--- src/rtl/adc2r_pkg.sv ---
package adc2r_pkg;

    localparam int unsigned DEF_COARSE_BITS = 9;
    localparam int unsigned DEF_FINE_BITS   = 6;
    localparam int unsigned DEF_INT_CLKS    = 256;
    localparam int unsigned DEF_FRAME_CLKS  = 1280;

    // Controller phases; G0..G3 are the single idle clocks between phases.
    typedef enum logic [2:0] {
        PH_AZ  = 3'd0,
        PH_G0  = 3'd1,
        PH_INT = 3'd2,
        PH_G1  = 3'd3,
        PH_CRS = 3'd4,
        PH_G2  = 3'd5,
        PH_FIN = 3'd6,
        PH_G3  = 3'd7
    } phase_e;

    typedef struct packed {
        logic zero;
        logic integ;
        logic crs;
        logic fin;
    } sw_t;

    typedef struct packed {
        logic pos;
        logic over;
    } flags_t;

    // Fixed part of a frame: integrate, both run-down limits and four idle clocks.
    function automatic int unsigned az_start(input int unsigned int_clks,
                                             input int unsigned coarse_bits,
                                             input int unsigned fine_bits);
        return int_clks + (2 ** coarse_bits) + (2 ** fine_bits) + 4;
    endfunction

    function automatic sw_t phase_switches(input phase_e p);
        sw_t s;
        s = '0;
        case (p)
            PH_AZ:   s.zero  = 1'b1;
            PH_INT:  s.integ = 1'b1;
            PH_CRS:  s.crs   = 1'b1;
            PH_FIN:  s.fin   = 1'b1;
            default: s = '0;
        endcase
        return s;
    endfunction

    function automatic logic ref_polarity(input phase_e p, input logic pol);
        case (p)
            PH_CRS:  return ~pol;
            PH_FIN:  return pol;
            default: return 1'b0;
        endcase
    endfunction

endpackage

--- src/rtl/adc2r_frame_timer.sv ---
module adc2r_frame_timer #(
    parameter int unsigned FRAME_CLKS = 1280,
    parameter int unsigned START      = 836,
    localparam int unsigned FC_W      = $clog2(FRAME_CLKS)
) (
    input  logic            clk,
    input  logic            rst,
    output logic [FC_W-1:0] fc_o,
    output logic            wrap_o
);

    localparam logic [FC_W-1:0] LAST  = FC_W'(FRAME_CLKS - 1);
    localparam logic [FC_W-1:0] FIRST = FC_W'(START);

    logic [FC_W-1:0] fc;

    always_ff @(posedge clk) begin
        if (rst) begin
            fc <= FIRST;
        end else if (fc == LAST) begin
            fc <= '0;
        end else begin
            fc <= fc + 1'b1;
        end
    end

    assign fc_o   = fc;
    assign wrap_o = (fc == LAST);

    // the frame position never leaves the frame
    assert_fc_range_R2: assert property (@(posedge clk) disable iff (rst)
        fc <= LAST);

endmodule

--- src/rtl/adc2r_phase_ctrl.sv ---
module adc2r_phase_ctrl
    import adc2r_pkg::*;
#(
    parameter int unsigned COARSE_BITS = 9,
    parameter int unsigned FINE_BITS   = 6,
    parameter int unsigned INT_CLKS    = 256,
    parameter int unsigned FC_W        = 11,
    localparam int unsigned CNT_W      = ((COARSE_BITS > FINE_BITS) ? COARSE_BITS : FINE_BITS) + 1
) (
    input  logic             clk,
    input  logic             rst,
    input  logic [FC_W-1:0]  fc_i,
    input  logic             wrap_i,
    input  logic             cmp_i,
    output phase_e           phase_o,
    output logic             pol_o,
    output logic             ev_valid_o,
    output logic             ev_sat_o,
    output logic [CNT_W-1:0] ev_coarse_o,
    output logic [CNT_W-1:0] ev_fine_o
);

    localparam logic [CNT_W-1:0] COARSE_MAX = CNT_W'(2 ** COARSE_BITS);
    localparam logic [CNT_W-1:0] FINE_MAX   = CNT_W'(2 ** FINE_BITS);
    localparam logic [FC_W-1:0]  INT_END    = FC_W'(INT_CLKS);

    phase_e           st, st_n;
    logic [CNT_W-1:0] cnt, cnt_n;
    logic [CNT_W-1:0] c_hold, c_hold_n;
    logic             pol, pol_n;
    logic             fine_go, fine_go_n;
    logic [CNT_W-1:0] steps;
    logic             cross_c, cross_f;

    assign steps   = cnt + 1'b1;
    assign cross_c = (cmp_i != pol);
    assign cross_f = (cmp_i == pol);

    always_comb begin
        st_n        = st;
        cnt_n       = cnt;
        c_hold_n    = c_hold;
        pol_n       = pol;
        fine_go_n   = fine_go;
        ev_valid_o  = 1'b0;
        ev_sat_o    = 1'b0;
        ev_fine_o   = steps;
        case (st)
            PH_AZ: begin
                if (wrap_i) st_n = PH_G0;
            end
            PH_G0: st_n = PH_INT;
            PH_INT: begin
                if (fc_i == INT_END) begin
                    st_n  = PH_G1;
                    pol_n = cmp_i;
                end
            end
            PH_G1: begin
                st_n  = PH_CRS;
                cnt_n = '0;
            end
            PH_CRS: begin
                if (cross_c) begin
                    st_n      = PH_G2;
                    c_hold_n  = steps;
                    fine_go_n = 1'b1;
                    cnt_n     = '0;
                end else if (steps == COARSE_MAX) begin
                    st_n       = PH_G2;
                    c_hold_n   = steps;
                    fine_go_n  = 1'b0;
                    cnt_n      = '0;
                    ev_valid_o = 1'b1;
                    ev_sat_o   = 1'b1;
                end else begin
                    cnt_n = steps;
                end
            end
            PH_G2: st_n = fine_go ? PH_FIN : PH_AZ;
            PH_FIN: begin
                if (cross_f || (steps == FINE_MAX)) begin
                    st_n       = PH_G3;
                    cnt_n      = '0;
                    ev_valid_o = 1'b1;
                    ev_sat_o   = ~cross_f;
                end else begin
                    cnt_n = steps;
                end
            end
            PH_G3: st_n = PH_AZ;
            default: st_n = PH_AZ;
        endcase
    end

    always_ff @(posedge clk) begin
        if (rst) begin
            st      <= PH_AZ;
            cnt     <= '0;
            c_hold  <= '0;
            pol     <= 1'b0;
            fine_go <= 1'b0;
        end else begin
            st      <= st_n;
            cnt     <= cnt_n;
            c_hold  <= c_hold_n;
            pol     <= pol_n;
            fine_go <= fine_go_n;
        end
    end

    assign phase_o     = st;
    assign pol_o       = pol;
    assign ev_coarse_o = c_hold;

    // coarse counter stays below its limit while coarse run-down is active
    assert_coarse_bound_R5: assert property (@(posedge clk) disable iff (rst)
        (st == PH_CRS) |-> (cnt < COARSE_MAX));

    // fine counter stays below its limit while fine run-down is active
    assert_fine_bound_R6: assert property (@(posedge clk) disable iff (rst)
        (st == PH_FIN) |-> (cnt < FINE_MAX));

    // fine run-down is entered only two clocks after a coarse clock
    assert_fine_after_coarse_R6: assert property (@(posedge clk) disable iff (rst)
        (st == PH_FIN && $past(st) != PH_FIN) |-> ($past(st, 2) == PH_CRS));

    // integrate starts on frame position 1
    assert_int_align_R3: assert property (@(posedge clk) disable iff (rst)
        (st == PH_INT && $past(st) != PH_INT) |-> (fc_i == FC_W'(1)));

    // integrate ends after its fixed length
    assert_int_len_R3: assert property (@(posedge clk) disable iff (rst)
        (st == PH_G1) |-> ($past(fc_i) == INT_END));

endmodule

--- src/rtl/adc2r_result.sv ---
module adc2r_result
    import adc2r_pkg::*;
#(
    parameter int unsigned COARSE_BITS = 9,
    parameter int unsigned FINE_BITS   = 6,
    parameter int unsigned CNT_W       = 10,
    localparam int unsigned RES_W      = COARSE_BITS + FINE_BITS
) (
    input  logic             clk,
    input  logic             rst,
    input  logic             ev_valid_i,
    input  logic             ev_sat_i,
    input  logic [CNT_W-1:0] ev_coarse_i,
    input  logic [CNT_W-1:0] ev_fine_i,
    input  logic             pol_i,
    output logic [RES_W-1:0] code_o,
    output logic             pos_o,
    output logic             over_o,
    output logic             eoc_o
);

    localparam int unsigned WIDE_W = RES_W + 1;
    localparam logic [RES_W-1:0] CODE_MAX = '1;

    logic [WIDE_W-1:0] scaled;
    logic [WIDE_W-1:0] diff;
    logic              sat;
    logic [RES_W-1:0]  code, code_n;
    flags_t            flg, flg_n;
    logic              eoc;

    assign scaled = WIDE_W'(ev_coarse_i) << FINE_BITS;
    assign diff   = scaled - WIDE_W'(ev_fine_i);
    assign sat    = ev_sat_i | diff[WIDE_W-1];

    always_comb begin
        code_n = code;
        flg_n  = flg;
        if (ev_valid_i) begin
            code_n   = sat ? CODE_MAX : diff[RES_W-1:0];
            flg_n.over = sat;
            flg_n.pos  = pol_i;
        end
    end

    always_ff @(posedge clk) begin
        if (rst) begin
            code <= '0;
            flg  <= '0;
            eoc  <= 1'b0;
        end else begin
            code <= code_n;
            flg  <= flg_n;
            eoc  <= ev_valid_i;
        end
    end

    assign code_o = code;
    assign pos_o  = flg.pos;
    assign over_o = flg.over;
    assign eoc_o  = eoc;

    // the strobe lasts a single clock
    assert_eoc_pulse_R10: assert property (@(posedge clk) disable iff (rst)
        eoc |=> !eoc);

    // results hold between strobes
    assert_hold_R10: assert property (@(posedge clk) disable iff (rst)
        !eoc |-> ($stable(code) && $stable(flg)));

    // a saturated result always carries the full-scale code
    assert_sat_code_R8: assert property (@(posedge clk) disable iff (rst)
        (eoc && flg.over) |-> (code == CODE_MAX));

endmodule

--- src/rtl/adc2r_seq.sv ---
module adc2r_seq
    import adc2r_pkg::*;
#(
    parameter int unsigned COARSE_BITS = DEF_COARSE_BITS,
    parameter int unsigned FINE_BITS   = DEF_FINE_BITS,
    parameter int unsigned INT_CLKS    = DEF_INT_CLKS,
    parameter int unsigned FRAME_CLKS  = DEF_FRAME_CLKS,
    localparam int unsigned RES_W      = COARSE_BITS + FINE_BITS
) (
    input  logic             clk,
    input  logic             rst,
    input  logic             cmp_i,
    output logic             sw_zero_o,
    output logic             sw_int_o,
    output logic             sw_crs_o,
    output logic             sw_fin_o,
    output logic             ref_pos_o,
    output logic [RES_W-1:0] code_o,
    output logic             pos_o,
    output logic             over_o,
    output logic             eoc_o
);

    localparam int unsigned FC_W     = $clog2(FRAME_CLKS);
    localparam int unsigned CNT_W    = ((COARSE_BITS > FINE_BITS) ? COARSE_BITS : FINE_BITS) + 1;
    localparam int unsigned AZ_START = az_start(INT_CLKS, COARSE_BITS, FINE_BITS);

    logic [FC_W-1:0]  fc;
    logic             wrap;
    phase_e           phase;
    logic             pol;
    logic             ev_valid, ev_sat;
    logic [CNT_W-1:0] ev_coarse, ev_fine;
    sw_t              sw;

    adc2r_frame_timer #(
        .FRAME_CLKS (FRAME_CLKS),
        .START      (AZ_START)
    ) u_timer (
        .clk    (clk),
        .rst    (rst),
        .fc_o   (fc),
        .wrap_o (wrap)
    );

    adc2r_phase_ctrl #(
        .COARSE_BITS (COARSE_BITS),
        .FINE_BITS   (FINE_BITS),
        .INT_CLKS    (INT_CLKS),
        .FC_W        (FC_W)
    ) u_ctrl (
        .clk         (clk),
        .rst         (rst),
        .fc_i        (fc),
        .wrap_i      (wrap),
        .cmp_i       (cmp_i),
        .phase_o     (phase),
        .pol_o       (pol),
        .ev_valid_o  (ev_valid),
        .ev_sat_o    (ev_sat),
        .ev_coarse_o (ev_coarse),
        .ev_fine_o   (ev_fine)
    );

    adc2r_result #(
        .COARSE_BITS (COARSE_BITS),
        .FINE_BITS   (FINE_BITS),
        .CNT_W       (CNT_W)
    ) u_result (
        .clk         (clk),
        .rst         (rst),
        .ev_valid_i  (ev_valid),
        .ev_sat_i    (ev_sat),
        .ev_coarse_i (ev_coarse),
        .ev_fine_i   (ev_fine),
        .pol_i       (pol),
        .code_o      (code_o),
        .pos_o       (pos_o),
        .over_o      (over_o),
        .eoc_o       (eoc_o)
    );

    assign sw        = phase_switches(phase);
    assign sw_zero_o = sw.zero;
    assign sw_int_o  = sw.integ;
    assign sw_crs_o  = sw.crs;
    assign sw_fin_o  = sw.fin;
    assign ref_pos_o = ref_polarity(phase, pol);

    // two different active enables are always separated by an idle clock
    assert_idle_between_R1: assert property (@(posedge clk) disable iff (rst)
        (sw != '0 && $past(sw) != '0) |-> (sw == $past(sw)));

    // the strobe follows directly on a run-down clock
    assert_eoc_source_R10: assert property (@(posedge clk) disable iff (rst)
        eoc_o |-> $past(sw.crs || sw.fin));

endmodule

--- config.mk ---
export PLATFORM = sky130hd
export DESIGN_NAME = adc2r_seq
export DESIGN_NICKNAME = d
export VERILOG_FILES = /design/src/rtl/adc2r_pkg.sv /design/src/rtl/adc2r_frame_timer.sv /design/src/rtl/adc2r_phase_ctrl.sv /design/src/rtl/adc2r_result.sv /design/src/rtl/adc2r_seq.sv
export SDC_FILE = /design/constraint.sdc
export NUM_CORES = 1
export LEC_CHECK = 0
export ABC_AREA = 0
export BUFFER_PORTS_ARGS = -buffer_cell sky130_fd_sc_hd__buf_4
export CORE_UTILIZATION = 34
export DETAILED_ROUTE_END_ITERATION = 10
export GPL_ROUTABILITY_DRIVEN = 1
export PLACE_DENSITY = 0.61
export SYNTH_ARGS = -nofsm -noshare
export SYNTH_HDL_FRONTEND = slang
export SYNTH_SLANG_ARGS = --single-unit
export TNS_END_PERCENT = 1
--- constraint.sdc ---
create_clock -name clk -period 7.9 [get_ports clk]
set_clock_uncertainty 0.1 [all_clocks]
set_input_delay 0.395 -clock clk [delete_from_list [all_inputs] [get_ports clk]]
set_output_delay 0.395 -clock clk [all_outputs]
set_load 0.01 [all_outputs]
=== Word-level counts from Yosys, hierarchy flattened ===
Cells that the tools add are included.

* Add/subtract/negate cells: 3
* Multipliers: 0
* Div/mod/pow operators: 0
* Order comparisons: 0
* Equal/unequal tests: 17
* Shifts and indexed selects: 0
* Multiplexer cells: 28
* Bitwise gates (word level): 3
* Reductions and logical operators: 8

{| class="wikitable"
|+ Operators with widths
! kind !! count
|-
| 2-to-1 mux 10 bit || 6
|-
| one-hot mux 10 bit (3 select lines) || 1
|-
| one-hot mux 3 bit (8 select lines) || 1
|-
| 2-to-1 mux 3 bit || 6
|-
| subtractor 16 x 10 -> 16 bit || 1
|-
| 2-to-1 mux 15 bit || 1
|-
| == test 3 bit, second input constant || 4
|-
| adder 11 x 1 -> 11 bit, second input constant || 1
|-
| == test 11 bit, second input constant || 1
|-
| == test 11 x 9 -> 1 bit, second input constant || 1
|-
| adder 10 x 1 -> 10 bit, second input constant || 1
|-
| == test 10 bit, second input constant || 1
|-
| == test 10 x 7 -> 1 bit, second input constant || 1
|-
| 2-to-1 mux 1 bit || 10
|-
| == test 3 x 2 -> 1 bit, second input constant || 2
|-
| inequality test 2 x 1 -> 1 bit, second input constant || 3
|-
| one-hot mux 1 bit (2 select lines) || 3
|-
| AND reduction 2 bit || 2
|-
| AND reduction 4 bit || 1
|-
| == test 3 x 1 -> 1 bit, second input constant || 1
|-
| logical NOT 3 bit || 1
|-
| inequality test 3 x 1 -> 1 bit, second input constant || 1
|-
| nonzero test 3 bit || 1
|-
| NOT 1 bit || 2
|-
| 6 further kinds || 6
|}

* Register bits after elaboration: 54
* Bits in latches: 0
* RAM bits: 0
* Bits in read-only memories: 0
* Input bits: 3
* Output and inout port bits: 23
* Word-level logic and storage cells: 70
* Memories kept: 0

=== Logic depth before layout (Yosys ltp) ===
* Word-level depth: 7
* Mapped depth: 13
* Gate-level depth less buffers: 11

=== Modules after synthesis ===
Synthesis repeated with hierarchy kept, for this count alone.

* Cell total of the unflattened synthesis: 389
* Area total of the unflattened synthesis: 3298.2 µm²

{| class="wikitable"
|+ Modules (own cells, without submodules)
! module !! instances !! cells an instance !! area each (µm²) !! seq. area each (µm²)
|-
| adc2r_phase_ctrl || 1 || 187 || 1506.4 || 500.5
|-
| adc2r_result || 1 || 136 || 1196.1 || 360.3
|-
| adc2r_frame_timer || 1 || 58 || 543.0 || 220.2
|-
| adc2r_seq || 1 || 8 || 52.6 || 0.0
|}

=== Least setup slack after synthesis ===
OpenSTA, ideal clock, no wires.

* Path type: register -> register
* From: reg u_ctrl.cnt[0]
* To: reg u_result.code[11] (netlist: u_result.code_o[11])
* Library setup time: 136 ps
* Arrival: 2906 ps
* Slack: 4757 ps
* Stages on the path, launching flop included: 14
* Buffers on the path: 2
* Period minus slack after synthesis: 3143 ps
* Cells stage by stage: dfxtp_1 buf_4 nand2_2 nor4_1 xnor2_1 ha_1 or3_1 or2_1 nor3_1 nand4_1 or4_4 nand3_4 buf_12 a311oi_2

* Cells in the longest elaborated chain, start to end: 7
* Elaborated cells on any way between the ends: 13
* Classes of those cells: add/sub (2); eq/ne (2); mux (7); bitwise (1); reduce/logical (1)

{| class="wikitable"
|+ RTL lines
! what !! line !! source
|-
| start: declaration || adc2r_phase_ctrl.sv:28 || <nowiki>logic [CNT_W-1:0] cnt, cnt_n;</nowiki>
|-
| start signal: assignment || adc2r_phase_ctrl.sv:105 || <nowiki>cnt <= cnt_n;</nowiki>
|-
| adder 10 x 1 -> 10 bit (*) || adc2r_phase_ctrl.sv:35 || <nowiki>assign steps = cnt + 1'b1;</nowiki>
|-
| parallel branches: the longest is 6 deep, another holds subtractor 16 x 10 -> 16 bit || n/a ||
|-
| end signal: assignment || adc2r_result.sv:52 || <nowiki>code <= code_n;</nowiki>
|-
| end: declaration || adc2r_result.sv:28 || <nowiki>logic [RES_W-1:0] code, code_n;</nowiki>
|}

Every way passes the cells marked *.
A chain may end at the register's enable or synchronous reset.

=== Worst setup path in the final report ===
* From: reg u_ctrl.cnt[0]
* To: reg u_result.code[4] (netlist: u_result.code_o[4])

Same word-level chain as after synthesis.

==> impl_results.md <==
* CP max-delay cell: dfxtp_1
* DIE WIDTH at 96.9 um
* First-pass GRT wire length at 11400 um
* # setup viols final at 0
* Final wirelength at 6820 um
* Initial antenna violation count at 0
* Overflow after GRT at 0
* FMAX at 276 MHz
* Share of layout cells above drive strength 1 at 16.0%
* Dpl hpwl at 4840 um
* Cell Area, Synth at 3060 um2
* # hold bufs at CTS at 0
* Count of final hold-check violations at 0
* Compound-Gate Fraction of Synth Area at 22.6%
* Post-Syn Area per Cell at 8.69 um2
* Maximum clock insertion buffer count at 2
* GRT Overall Usage at 14.8%
* Clock share of power at 39.2%
* Status: finished clean
* Mux share of post-synthesis cell area at 1.64%
* Diodes inserted at 0
* Largest family of logic cells by synthesized area: compound AO/OA/AOI/OAI gates
* Int Pwr at 377 uW
* VDD IR max at 0.0000800 V
* Cell area power density at 145 nW/um2
* Crit path max-delay family: simple AND/OR/NAND/NOR gates
* Static Leak at 1.21 nW
* Io pins at 26
* Antenna viol nets, final at 0
* Prevailing post-synth register cell: dfxtp_1
* TritonCTS buffer count at 5
* Number of global-route vias before repair at 2390
* Core ar. at 8720 um2
* H-tree depth at 2
* #FFs+latches synth at 54
* Worst Path Buf+Inv at 0
* Final worst path period share at 45.9%
* PostCTS Resize Cnt at 0
* DRC at 0
* Sequential share of the synthesized area at 35.3%
* Setup tns final at 0 ps
* Slew @ Worst Pin at 967 ps
* Via density at 5.40
* CP startpoint kind: flip-flop
* Max Cap Viol at 0
* TritonCTS Sinks at 54
* Worst Hold Margin at 262 ps
* Switching power at 112 uW
* Total iterations of the first detailed-routing run at 4
* TritonCTS clock tree: done
* Critical Path Fanout Max at 16
* Die height at 96.9 um
* Simple-gate share of the synthesized area at 21.2%
* Comb power frac at 3.9%
* Initial Utilization at 35.1%
* Area Growth Syn to Fin at 10.2%
* Storage element area at 1080 um2
* Critical path class: reg2reg
* Asr flop ratio synth at 0%
* Area of the multi-input gates at 1750 um2
* Mapped Cells at 352
* Site Rows at 34
* Worst EP required at 7960 ps
* RSZ-0062 raised after global routing: no
* CP peak stage delay at 570 ps
* Post-synthesis xor/xnor area fraction at 9.69%
* Clock Latency Late Sink at 310 ps
* Largest net degree at the start of global routing at 49
* Fin. max-slew vios at 0
* Max_slew headroom at 35.5%
* # Post-CTS Setup Buffers at 0
* Worst min path class: in2reg
* EDFF count, synth at 0
* Critical Path AT at 3680 ps
* Crit-path cells: nand2_2 -> nor4_1 -> xnor2_1 -> ha_1 -> or3_1 -> or2_1 -> nor3_1 -> nand4_1 -> or4_4 -> nand3_4 -> a221oi_1
* Fill count at 888
* Worst Setup End Kind: flip-flop
* Nets at 369
* Iter 0 DRT Violations at 152
* Final RePlAce weighted congestion at 0.871
* Syn nets at 359
* Library cells used by synthesis at 66
* Port bufs at 25
* DR WL/cell at 14.5 um
* Post-synthesis adder-cell area fraction at 1.96%
* Switching Share at 22.8%
* Worst-path clk slew at 110 ps
* Full die area at 9380 um2
* Root buffer cell: clkbuf_8
* Fin crit period at 3630 ps
* Reg-to-reg setup timing slack at 4270 ps
* Total number of vias at 2542
* Yosys warning total at 0
* Sequential Power Share at 56.8%
==> layout make-up <==
| cell class | count | share of cell area (%) |
|---|---|---|
| clock buffers | 5 | 2.04 |
| flip-flops and latches | 54 | 32.1 |
| well taps | 108 | 4.01 |
| clock inverters | 3 | 1.30 |
| inverters | 29 | 3.23 |
| multi-input cells | 247 | 51.8 |
| repair buffers | 25 | 5.57 |
==> worst paths after layout <==
path	end	startpoint	cells after the start
worst min register to register	u_result.code_o[5]	u_result.code_o[5]	2
worst max-delay path	u_result.code_o[4]	u_ctrl.cnt[0]	11
worst max register to register	u_result.code_o[4]	u_ctrl.cnt[0]	11
worst min-delay path	u_ctrl.pol_o	cmp_i	3
==> tightest hold or removal path, cell delays in order <==
cell and delay (ps):
buf_4 100, mux2i_1 70, nor2_1 80
==> registers in the layout (all words and copies together) (netlist names) <==
| register | count |
|---|---|
| u_result.eoc_o | 1 |
| u_result.pos_o | 1 |
| u_result.over_o | 1 |
| u_result.code_o | 15 |
| u_ctrl.pol_o | 1 |
| u_ctrl.phase_o | 3 |
| u_ctrl.cnt | 10 |
| u_timer.fc_o | 11 |
| u_ctrl.ev_coarse_o | 10 |
| u_ctrl.fine_go | 1 |
==> cell usage after synthesis, drive strengths merged (7+ instances only) <==
| cell type | number | area, um2 |
|---|---|---|
| a211oi | 7 | 52.6 |
| a21oi | 14 | 73.8 |
| a221oi | 14 | 173 |
| buf | 11 | 82.6 |
| clkbuf | 11 | 41.3 |
| dfxtp | 54 | 1080 |
| inv | 28 | 105 |
| nand2 | 17 | 68.8 |
| nand3 | 18 | 108 |
| nor2 | 36 | 135 |
| nor3 | 9 | 45.0 |
| o21ai | 12 | 60.1 |
| xnor2 | 23 | 209 |
| xor2 | 10 | 87.6 |
==> stage by stage <==
| stage | setup WS (ps) | area (um2) | cells | utilization (%) | power [mW] |
|---|---|---|---|---|---|
| 2_1_floorplan | 4760 | 3060 | 352 | - | 0.297 |
| 3_3_place_gp | 4400 | 3260 | 463 | 37.4 | 0.303 |
| 3_5_place_dp | 4310 | 3260 | 463 | 37.4 | 0.304 |
| 4_1_cts | 4280 | 3370 | 471 | 38.7 | 0.496 |
| 5_1_grt | 4040 | 3370 | 471 | 38.7 | 0.509 |
| 6_report | 4270 | 3370 | 471 | 38.7 | 0.489 |
==> power groups by stage <==
stage	logic [mW]	clock network, mW	registers [mW]
2_1_floorplan	0.0145	0	0.283
4_1_cts	0.0196	0.199	0.278
3_3_place_gp	0.0192	0	0.284
3_5_place_dp	0.0195	0	0.284
5_1_grt	0.0218	0.209	0.278
6_report	0.0192	0.192	0.278
==> placed cells by master, fill, tap and decap left out, types with 6 or more instances in the layout <==
| master | netlist | layout |
|---|---|---|
| inv_1 | 28 | 28 |
| nand2b_1 | 6 | 6 |
| xor2_1 | 10 | 10 |
| a211oi_1 | 7 | 7 |
| buf_4 | 5 | 25 |
| a21oi_1 | 13 | 13 |
| nand3_1 | 16 | 16 |
| o21ai_0 | 11 | 11 |
| a221oi_2 | 8 | 8 |
| xnor2_1 | 22 | 22 |
| nand2_1 | 15 | 15 |
| nor2_1 | 36 | 36 |
| a221oi_1 | 6 | 6 |
| nor3_1 | 9 | 9 |
| dfxtp_1 | 54 | 54 |
==> kinds of logic after synthesis <==
family,Yosys count
AOI/OAI and AO/OA,82
and+or+nand+nor,122
buffers and inverters,51
muxes,5
adders and majority gates,5
DFF,54
xor gates and xnor gates,33
==> per-layer routing <==
metal,vias to the layer above,track usage [%],routed length [um]
li1,1279,-,-
met1,1195,18.9,3240
met2,57,24.2,3160
met3,11,3.25,292
met4,0,5.51,133
met5,-,0,0
No activity file was read; power rests on OpenSTA's default activity.
